[src/rtl/tap_tune_pkg.sv]
package tap_tune_pkg;
  typedef enum logic [2:0] {
    ST_IDLE,
    ST_LOAD,
    ST_WAIT,
    ST_CALC,
    ST_FINAL
  } tune_state_t;

  typedef enum logic [1:0] {
    LD_IDLE,
    LD_OPEN,
    LD_CLOSE
  } load_state_t;
endpackage

[src/rtl/tap_loader.sv]
module tap_loader #(
  parameter int TAP_BITS = 5
) (
  input  logic                clk,
  input  logic                rst,
  input  logic                go,
  input  logic [TAP_BITS-1:0] val,
  output logic [TAP_BITS-1:0] tap_sel,
  output logic                tap_win,
  output logic                loaded
);
  import tap_tune_pkg::*;

  load_state_t         st;
  logic [TAP_BITS-1:0] val_q;

  // open window, load value, close window
  always_ff @(posedge clk) begin
    if (rst) begin
      st      <= LD_IDLE;
      val_q   <= '0;
      tap_sel <= '0;
      tap_win <= 1'b0;
      loaded  <= 1'b0;
    end else begin
      loaded <= 1'b0;
      case (st)
        LD_IDLE: if (go) begin
          val_q   <= val;
          tap_win <= 1'b1;
          st      <= LD_OPEN;
        end
        LD_OPEN: begin
          tap_sel <= val_q;
          st      <= LD_CLOSE;
        end
        LD_CLOSE: begin
          tap_win <= 1'b0;
          loaded  <= 1'b1;
          st      <= LD_IDLE;
        end
        default: st <= LD_IDLE;
      endcase
    end
  end
endmodule

[src/rtl/window_tracker.sv]
module window_tracker #(
  parameter int TAP_BITS = 5,
  parameter int NTAPS    = 1 << TAP_BITS
) (
  input  logic                clk,
  input  logic                rst,
  input  logic                clr,
  input  logic                rec,
  input  logic                pass,
  input  logic [TAP_BITS-1:0] idx,
  output logic [TAP_BITS-1:0] centre
);
  localparam int CW = TAP_BITS + 1;

  logic          prev_pass;
  logic [TAP_BITS-1:0] win_start;
  logic [CW-1:0] fail_cnt;
  logic [CW-1:0] pass_len;
  logic [CW-1:0] sum;

  always_ff @(posedge clk) begin
    if (rst || clr) begin
      prev_pass <= 1'b1;
      win_start <= '0;
      fail_cnt  <= '0;
    end else if (rec) begin
      if (pass && !prev_pass) win_start <= idx;
      if (!pass) fail_cnt <= fail_cnt + 1'b1;
      prev_pass <= pass;
    end
  end

  // centre on the circular tap ring: truncation performs the modulo
  always_comb begin
    pass_len = CW'(NTAPS) - fail_cnt;
    sum      = {1'b0, win_start} + (pass_len >> 1);
    centre   = sum[TAP_BITS-1:0];
  end
endmodule

[src/rtl/tap_tune_engine.sv]
module tap_tune_engine #(
  parameter int TAP_BITS = 5
) (
  input  logic                clk,
  input  logic                rst,
  input  logic                start,
  input  logic                test_ack,
  input  logic                test_pass,
  output logic                tap_en,
  output logic [TAP_BITS-1:0] tap_sel,
  output logic                tap_win,
  output logic                test_req,
  output logic                done,
  output logic [TAP_BITS-1:0] final_tap
);
  import tap_tune_pkg::*;

  localparam int NTAPS = 1 << TAP_BITS;
  localparam logic [TAP_BITS-1:0] LAST = TAP_BITS'(NTAPS - 1);

  tune_state_t         st;
  logic [TAP_BITS-1:0] idx;
  logic                wr_go;
  logic [TAP_BITS-1:0] wr_val;
  logic                loaded;
  logic                trk_clr;
  logic                trk_rec;
  logic [TAP_BITS-1:0] centre;

  always_comb begin
    trk_clr = (st == ST_IDLE) && start;
    trk_rec = (st == ST_WAIT) && test_ack;
    wr_go   = trk_clr || (trk_rec && idx != LAST) || (st == ST_CALC);
    if (st == ST_CALC)      wr_val = centre;
    else if (st == ST_WAIT) wr_val = idx + 1'b1;
    else                    wr_val = '0;
  end

  tap_loader #(.TAP_BITS(TAP_BITS)) u_loader (
    .clk     (clk),
    .rst     (rst),
    .go      (wr_go),
    .val     (wr_val),
    .tap_sel (tap_sel),
    .tap_win (tap_win),
    .loaded  (loaded)
  );

  window_tracker #(.TAP_BITS(TAP_BITS), .NTAPS(NTAPS)) u_track (
    .clk    (clk),
    .rst    (rst),
    .clr    (trk_clr),
    .rec    (trk_rec),
    .pass   (test_pass),
    .idx    (idx),
    .centre (centre)
  );

  always_ff @(posedge clk) begin
    if (rst) begin
      st        <= ST_IDLE;
      idx       <= '0;
      tap_en    <= 1'b0;
      test_req  <= 1'b0;
      done      <= 1'b0;
      final_tap <= '0;
    end else begin
      done <= 1'b0;
      case (st)
        ST_IDLE: if (start) begin
          tap_en <= 1'b1;
          idx    <= '0;
          st     <= ST_LOAD;
        end
        ST_LOAD: if (loaded) begin
          test_req <= 1'b1;
          st       <= ST_WAIT;
        end
        ST_WAIT: if (test_ack) begin
          test_req <= 1'b0;
          if (idx == LAST) begin
            st <= ST_CALC;
          end else begin
            idx <= idx + 1'b1;
            st  <= ST_LOAD;
          end
        end
        ST_CALC: begin
          final_tap <= centre;
          st        <= ST_FINAL;
        end
        ST_FINAL: if (loaded) begin
          done <= 1'b1;
          st   <= ST_IDLE;
        end
        default: st <= ST_IDLE;
      endcase
    end
  end
endmodule

[config.mk]
export PLATFORM = sky130hd
export DESIGN_NAME = tap_tune_engine
export DESIGN_NICKNAME = d
export VERILOG_FILES = /design/src/rtl/tap_tune_pkg.sv /design/src/rtl/tap_loader.sv /design/src/rtl/window_tracker.sv /design/src/rtl/tap_tune_engine.sv
export SDC_FILE = /design/constraint.sdc
export NUM_CORES = 1
export LEC_CHECK = 0
export ABC_AREA = 1
export CORE_MARGIN = 2
export CORE_UTILIZATION = 45
export CTS_BUF_LIST = sky130_fd_sc_hd__clkbuf_4 sky130_fd_sc_hd__clkbuf_8
export DETAILED_ROUTE_END_ITERATION = 8
export GPL_TIMING_DRIVEN = 0
export PLACE_DENSITY = 0.72
export SYNTH_ARGS = -nofsm -noshare
export SYNTH_HDL_FRONTEND = slang
export SYNTH_SLANG_ARGS = --single-unit
[constraint.sdc]
create_clock -name clk -period 1.9 [get_ports clk]
set_input_delay 0.19 -clock clk [delete_from_list [all_inputs] [get_ports clk]]
set_output_delay 0.19 -clock clk [all_outputs]
set_load 0.01 [all_outputs]
==> flow_metrics.env, run 1 <==
export IMPL_outcome="complete, no violations"
export IMPL_grt_pass1_vias=1679
export IMPL_ant_nets=0
export IMPL_synth_nets=295
export IMPL_area_growth_pct=26.4
export IMPL_ys_types=24
export IMPL_grt_overflow_total=0
export IMPL_skew_ps=5.10
export IMPL_wire_per_inst_um=12.3
export IMPL_drc=0
export IMPL_critPathBufInv=3
export IMPL_grt_max_degree=14
export IMPL_slowest_delay_ps=370
export IMPL_cap_violations=0
export IMPL_cts_tree="done"
export IMPL_period_share_pct=95.5
export IMPL_die_w_um=71.2
export IMPL_wl_um=4460
export IMPL_clockBufferDepth=2
export IMPL_clkSinkCount=42
export IMPL_cp_end_kind="flip-flop"
export IMPL_holdCritPathClass="in -> reg"
export IMPL_antenna_found_initial=0
export IMPL_ir_worst_vdd_mv=0.756
export IMPL_die_area_sq_mm=0.00508
export IMPL_clk_latency_ps=290
export IMPL_syn_avg_cell_area_sq_um=7.27
export IMPL_fin_nets=324
export IMPL_initial_utilization_pct=46.7
export IMPL_multi_input_area_sq_mm=0.00117
export IMPL_clkTransAtPathRegs_ps=80
export IMPL_layout_drive_gt1_share_pct=18.1
export IMPL_slew_violations=0
export IMPL_ctsHoldBuffers=0
export IMPL_synth_edf_count=0
export IMPL_hp_start="rst"
export IMPL_row_count=24
export IMPL_power_leakage_nw=1.15
export IMPL_regArea_sq_um=853
export IMPL_grt_pass1_wl_um=7310
export IMPL_worstPathCellList="inv_4, ha_4, nand3_1, xor2_1, inv_1, ha_4, nand2_1, nand2_1, nor2_2, inv_1, nand2_1, nand3_2, a21oi_1"
export IMPL_yosys_top_cells_area="dfxtp_1 41%, nand2_1 10%, nor2_1 8.9%, inv_1 6.5%, a21oi_1 5.9%"
export IMPL_place_area_sq_mm=0.00227
export IMPL_max_freq_mhz=551
export IMPL_synth_seq_cells=42
export IMPL_yosys_most_used_dff="dfxtp_1"
export IMPL_power_per_cell_area_mw_per_mm2=1040
export IMPL_path_delay_family="simple AND/OR/NAND/NOR gates"
export IMPL_synthCells=280
export IMPL_vias_per_cell=5.10
export IMPL_core_sq_mm=0.00435
export IMPL_synth_top_area_share_pct=41.3
export IMPL_rsz0062_at_grt="true"
export IMPL_required_ps=2130
export IMPL_holdWs_ps=225
export IMPL_die_h_um=71.2
export IMPL_worstPathMaxFanout=4
export IMPL_cp_arrival_ps=2050
export IMPL_fill_cells=374
export IMPL_syn_area_sq_mm=0.00203
export IMPL_io_pins=19
export IMPL_cts_htree_levels=2
export IMPL_stdcell_count=362
export IMPL_critPathSlowestCell="dfxtp_4"
export IMPL_cp_start_kind="flip-flop"
export IMPL_dpl_worst_slack_ps=-229
export IMPL_grt_use_total_pct=18.1
export IMPL_final_min_clock_period_ps=1810
export IMPL_crit_reg2reg_launch="u_track.fail_cnt[0]"
export IMPL_place_detailed_hpwl_um=3080
export IMPL_postLayoutCoreUtil_pct=59.1
export IMPL_via_count=1848
export IMPL_routabilityCongestion=0.867
export IMPL_cts_buffers_inserted=5
export IMPL_seq_area_frac_synth_pct=41.3
export IMPL_drtPass1Iterations=4
export IMPL_ctsRootBufferMaster="clkbuf_8"
export IMPL_hold_viol=0
export IMPL_maxSlewHeadroom_pct=66.7
export IMPL_worst_pin_slew_ps=499
export IMPL_io_buffers=17
export IMPL_n_antenna_cell=0
export IMPL_power_mw=2.67
export IMPL_yosysWarnings=0
export IMPL_drtIter0Drc=105
export IMPL_finalWorstSetupSlack_ps=85.4
export IMPL_design_area_sq_mm=0.00257
export IMPL_fin_tns_setup_ps=0
export IMPL_yosysTopAreaCell="dfxtp_1"
export IMPL_cpMostUsedCell="nand2_1"
export IMPL_setup_violations=0
export IMPL_worstSetupPathType="reg -> reg"
export IMPL_startpoint="u_track.fail_cnt[0]"
export IMPL_async_reset_ff_share_pct=0
export IMPL_dp_cells=349
[flip-flops by register name, indices dropped and copies added (netlist names)]
name and count:
done 1, final_tap 5, idx 5, st 3, tap_en 1, test_req 1
u_loader.loaded 1, u_loader.st 2, u_loader.tap_sel 5, u_loader.tap_win 1, u_loader.val_q 5, u_track.fail_cnt 6
u_track.prev_pass 1, u_track.win_start 5
[area by class of cell]
type,count,share of cell area [%]
Sequential cell,42,33.2
Multi-Input combinational cell,197,45.6
Clock inverter,2,1.46
Buffer,3,0.438
Clock buffer,6,2.97
Inverter,38,5.79
Timing Repair Buffer,22,8.07
Tap cell,52,2.53
[worst reg2reg max path, stage by stage (launching register included)]
cell	delay, ps
dfxtp_4	370
inv_4	40
ha_4	160
nand3_1	90
xor2_1	180
inv_1	90
ha_4	230
nand2_1	60
nand2_1	60
nor2_2	120
inv_1	60
nand2_1	70
nand3_2	100
a21oi_1	140
[power by group]
part | total, mW | internal [mW] | switching (mW)
Sequential | 1.16 | 1.04 | 0.115
Clock | 0.720 | 0.406 | 0.314
Combinational | 0.794 | 0.316 | 0.478
Total | 2.67 | 1.76 | 0.907
[cell families (layout without fill, tap and decap cells)]
family	count (synthesis)	after routing	synth area share (%)
and+or+nand+nor	133	133	30.1
xor gates and xnor gates	5	5	2.15
AOI/OAI and AO/OA	49	49	12.3
adders and majority gates	10	10	6.52
DFF	42	42	41.3
buffers and inverters	41	71	7.63
[synthesized netlist by cell type, types with 2 or more instances]
cell	count
o21ai_0	20
inv_1	35
nor2_1	48
dfxtp_1	42
a21oi_1	24
a211oi_1	2
clkbuf_1	3
nand2_1	54
inv_2	2
ha_1	9
xor2_1	4
nand3_2	2
nor2_8	2
o21ai_1	3
nand3_1	13
nand4_1	4
nor3_1	4
nand2_4	3
[path summary, 6_finish.rpt]
check,endpoint,slack (ps),cells past startpoint
max,final_tap[4],90,13
min reg2reg,done,450,2
min,tap_en,230,2
max reg2reg,final_tap[4],90,13
[layer usage]
metal	GRT usage [%]	up-vias	wire, um
met2	27.9	38	2080
met1	24.6	856	2150
met4	7.34	0	54
li1	-	950	-
met5	0	-	0
met3	4.50	4	183
[cell usage in the layout, fill, tap and decap left out, types with 3 or more instances in the layout]
cell             netlist  final
a21oi_1               24     21
buf_4                  0      5
clkbuf_1               3      3
clkbuf_8               0      5
clkdlybuf4s50_1        0     17
dfxtp_1               42     36
dfxtp_2                0      4
ha_1                   9      4
ha_4                   0      5
inv_1                 35     29
inv_2                  2      6
nand2_1               54     52
nand2_4                3      4
nand3_1               13     11
nand3_2                2      4
nand4_1                4      4
nor2_1                48     44
nor2_2                 0      3
nor3_1                 4      4
o21ai_0               20     20
o21ai_1                3      3
xor2_1                 4      3
[what timing repair did]
item | CTS | global route
setup buffers | 2 | 3
setup endpoints to repair | 6 | 9
pin swaps | 2 | 12
hold endpoints to repair | 0 | 0
gates resized for setup | 15 | 22
No activity file was read; power rests on OpenSTA's default activity.
==> run 2: changes to the inputs <==
Settings changed: PLACE_DENSITY 0.72 to 0.78, RECOVER_POWER from default to 50.
==> run 2 against run 1 <==
  * Worst hold slack improved by 9.8 ps
  * Non-clock buffer count rose by 1
  * Register-to-register slack got worse by 60 ps
  * Critical endpoint unchanged
  * Count of clock-buffer cells in the layout did not move
==> flow_metrics.env, run 2 (synthesis gave the netlist of run 1 again) <==
export IMPL_outcome="complete, no violations"
export IMPL_die_area_sq_mm=0.00508
export IMPL_io_pins=19
export IMPL_final_common_cell="nand2_1"
export IMPL_regMostFlops="u_track.fail_cnt"
export IMPL_critPathSlowestCell="dfxtp_4"
export IMPL_switching_share_pct=34.3
export IMPL_pwr_share_seq_pct=43.5
export IMPL_cap_violations=0
export IMPL_n_antenna_cell=0
export IMPL_core_sq_mm=0.00435
export IMPL_cts_tree="done"
export IMPL_place_area_sq_mm=0.00227
export IMPL_io_buffers=17
export IMPL_fin_nets=325
export IMPL_skew_ps=9.20
export IMPL_setup_violations=0
export IMPL_area_growth_pct=24.5
export IMPL_fin_tns_setup_ps=0
export IMPL_cpMostUsedCell="nand2_1"
export IMPL_clkTransAtPathRegs_ps=80
export IMPL_ant_nets=0
export IMPL_ctsRootBufferMaster="clkbuf_8"
export IMPL_routabilityCongestion=0.836
export IMPL_grt_pass1_vias=1672
export IMPL_initial_utilization_pct=46.7
export IMPL_grt_max_degree=14
export IMPL_ctsHoldBuffers=0
export IMPL_final_min_clock_period_ps=1870
export IMPL_grt_pass1_wl_um=7330
export IMPL_grt_overflow_total=0
export IMPL_path_delay_family="simple AND/OR/NAND/NOR gates"
export IMPL_clk_latency_ps=300
export IMPL_cts_buffers_inserted=5
export IMPL_reg2reg_depth=13
export IMPL_cp_end_kind="flip-flop"
export IMPL_die_w_um=71.2
export IMPL_cts_htree_levels=2
export IMPL_antenna_found_initial=0
export IMPL_ir_worst_vdd_mv=0.477
export IMPL_rsz0062_at_grt="true"
export IMPL_slowest_delay_ps=370
export IMPL_worstPathMaxFanout=4
export IMPL_worst_path_stages=13
export IMPL_critPathBufInv=3
export IMPL_power_leakage_nw=1.16
export IMPL_worstPathCellList="inv_2, ha_4, nand3_1, xor2_1, inv_1, ha_4, nand2_1, nand2_1, nor2_2, inv_1, nand2_1, nand3_2, a21oi_2"
export IMPL_slew_violations=0
export IMPL_via_count=1891
export IMPL_largest_reg_flops=6
export IMPL_holdPathStages=2
export IMPL_design_area_sq_mm=0.00253
export IMPL_switching_power_mw=0.910
export IMPL_drc=0
export IMPL_clkSinkCount=42
export IMPL_holdCritPathClass="in -> reg"
export IMPL_row_count=24
export IMPL_power_mw=2.65
export IMPL_clockBufferDepth=2
export IMPL_place_detailed_hpwl_um=3070
export IMPL_wire_per_inst_um=13.1
export IMPL_wl_um=4740
export IMPL_hold_viol=0
export IMPL_pwr_share_clk_pct=27.2
export IMPL_drtIter0Drc=114
export IMPL_period_share_pct=98.5
export IMPL_die_h_um=71.2
export IMPL_vias_per_cell=5.21
export IMPL_pwr_share_comb_pct=29.3
export IMPL_drtPass1Iterations=4
export IMPL_required_ps=2130
export IMPL_grt_use_total_pct=18.4
export IMPL_power_per_cell_area_mw_per_mm2=1050
export IMPL_max_freq_mhz=534
export IMPL_final_cell_mix="55 x nand2_1, 45 x nor2_1, 38 x dfxtp_1"
export IMPL_maxSlewHeadroom_pct=65.5
export IMPL_worst_pin_slew_ps=518
export IMPL_cp_arrival_ps=2100
export IMPL_cp_start_kind="flip-flop"
export IMPL_worstSetupPathType="reg -> reg"
export IMPL_layout_drive_gt1_share_pct=15.1
export IMPL_intPower_mw=1.74
-- run 2: changes by cell type in the layout (fill, tap and decap cells not counted), sizes merged --
cell / delta
buf: +1
clkdlybuf4s50: -10
clkinv: -1
dlygate4sd3: +10
inv: +1
-- run 2: path summary, 6_finish.rpt --
kind / start / endpoint / slack [ps]
min reg2reg: u_loader.loaded / done / 440
max reg2reg: u_track.fail_cnt[0] / final_tap[4] / 30
min: rst / st[0] / 240
max: u_track.fail_cnt[0] / final_tap[4] / 30
-- run 2: what timing repair did --
action                     in CTS  in global routing
setup endpoints to repair       6                  7
gates cloned                    0                  0
pin swaps                       1                 16
buffers inserted                1                  5
resized for setup               9                 19
hold endpoints to repair        0                  0
-- run 2: cell type report --
cell class              instances  area, sq um
plain buffers                   3         11.3
clock buffers                   6         76.3
clock inverters                 2         37.5
fillers                       377         1820
inverters                      38          143
multi-input cells             197         1130
flip-flops and latches         42          851
well taps                      52         65.1
repair buffers                 23          215
-- run 2: power by group through the flow --
stage / sequential (mW) / clock [mW] / combinational, mW
finish: 1.15 / 0.721 / 0.778
global route: 1.17 / 0.756 / 0.876
CTS: 1.16 / 0.726 / 0.766
detailed placement: 1.18 / 0 / 0.750
global placement: 1.17 / 0 / 0.734
floorplan: 1.18 / 0 / 0.499
-- run 2: per-layer routing --
| metal | global-route usage [%] | share of wire (%) |
|---|---|---|
| met1 | 23.9 | 46 |
| met2 | 29.1 | 45 |
| met3 | 3.80 | 4.9 |
| met4 | 9.22 | 3.4 |
| met5 | 0 | 0 |
-- run 2: through the flow --
step                      setup slack [ps]  utilization (%)  cells  hold WS [ps]
after global routing                 -85.3             58.2    363           260
after CTS                             4.66             55.7    358           217
final                                 28.3             58.2    363           235
after detailed placement              -159             52.2    349           428
after floorplan                       28.2                -    280           344
after global placement                -162             52.2    349           425
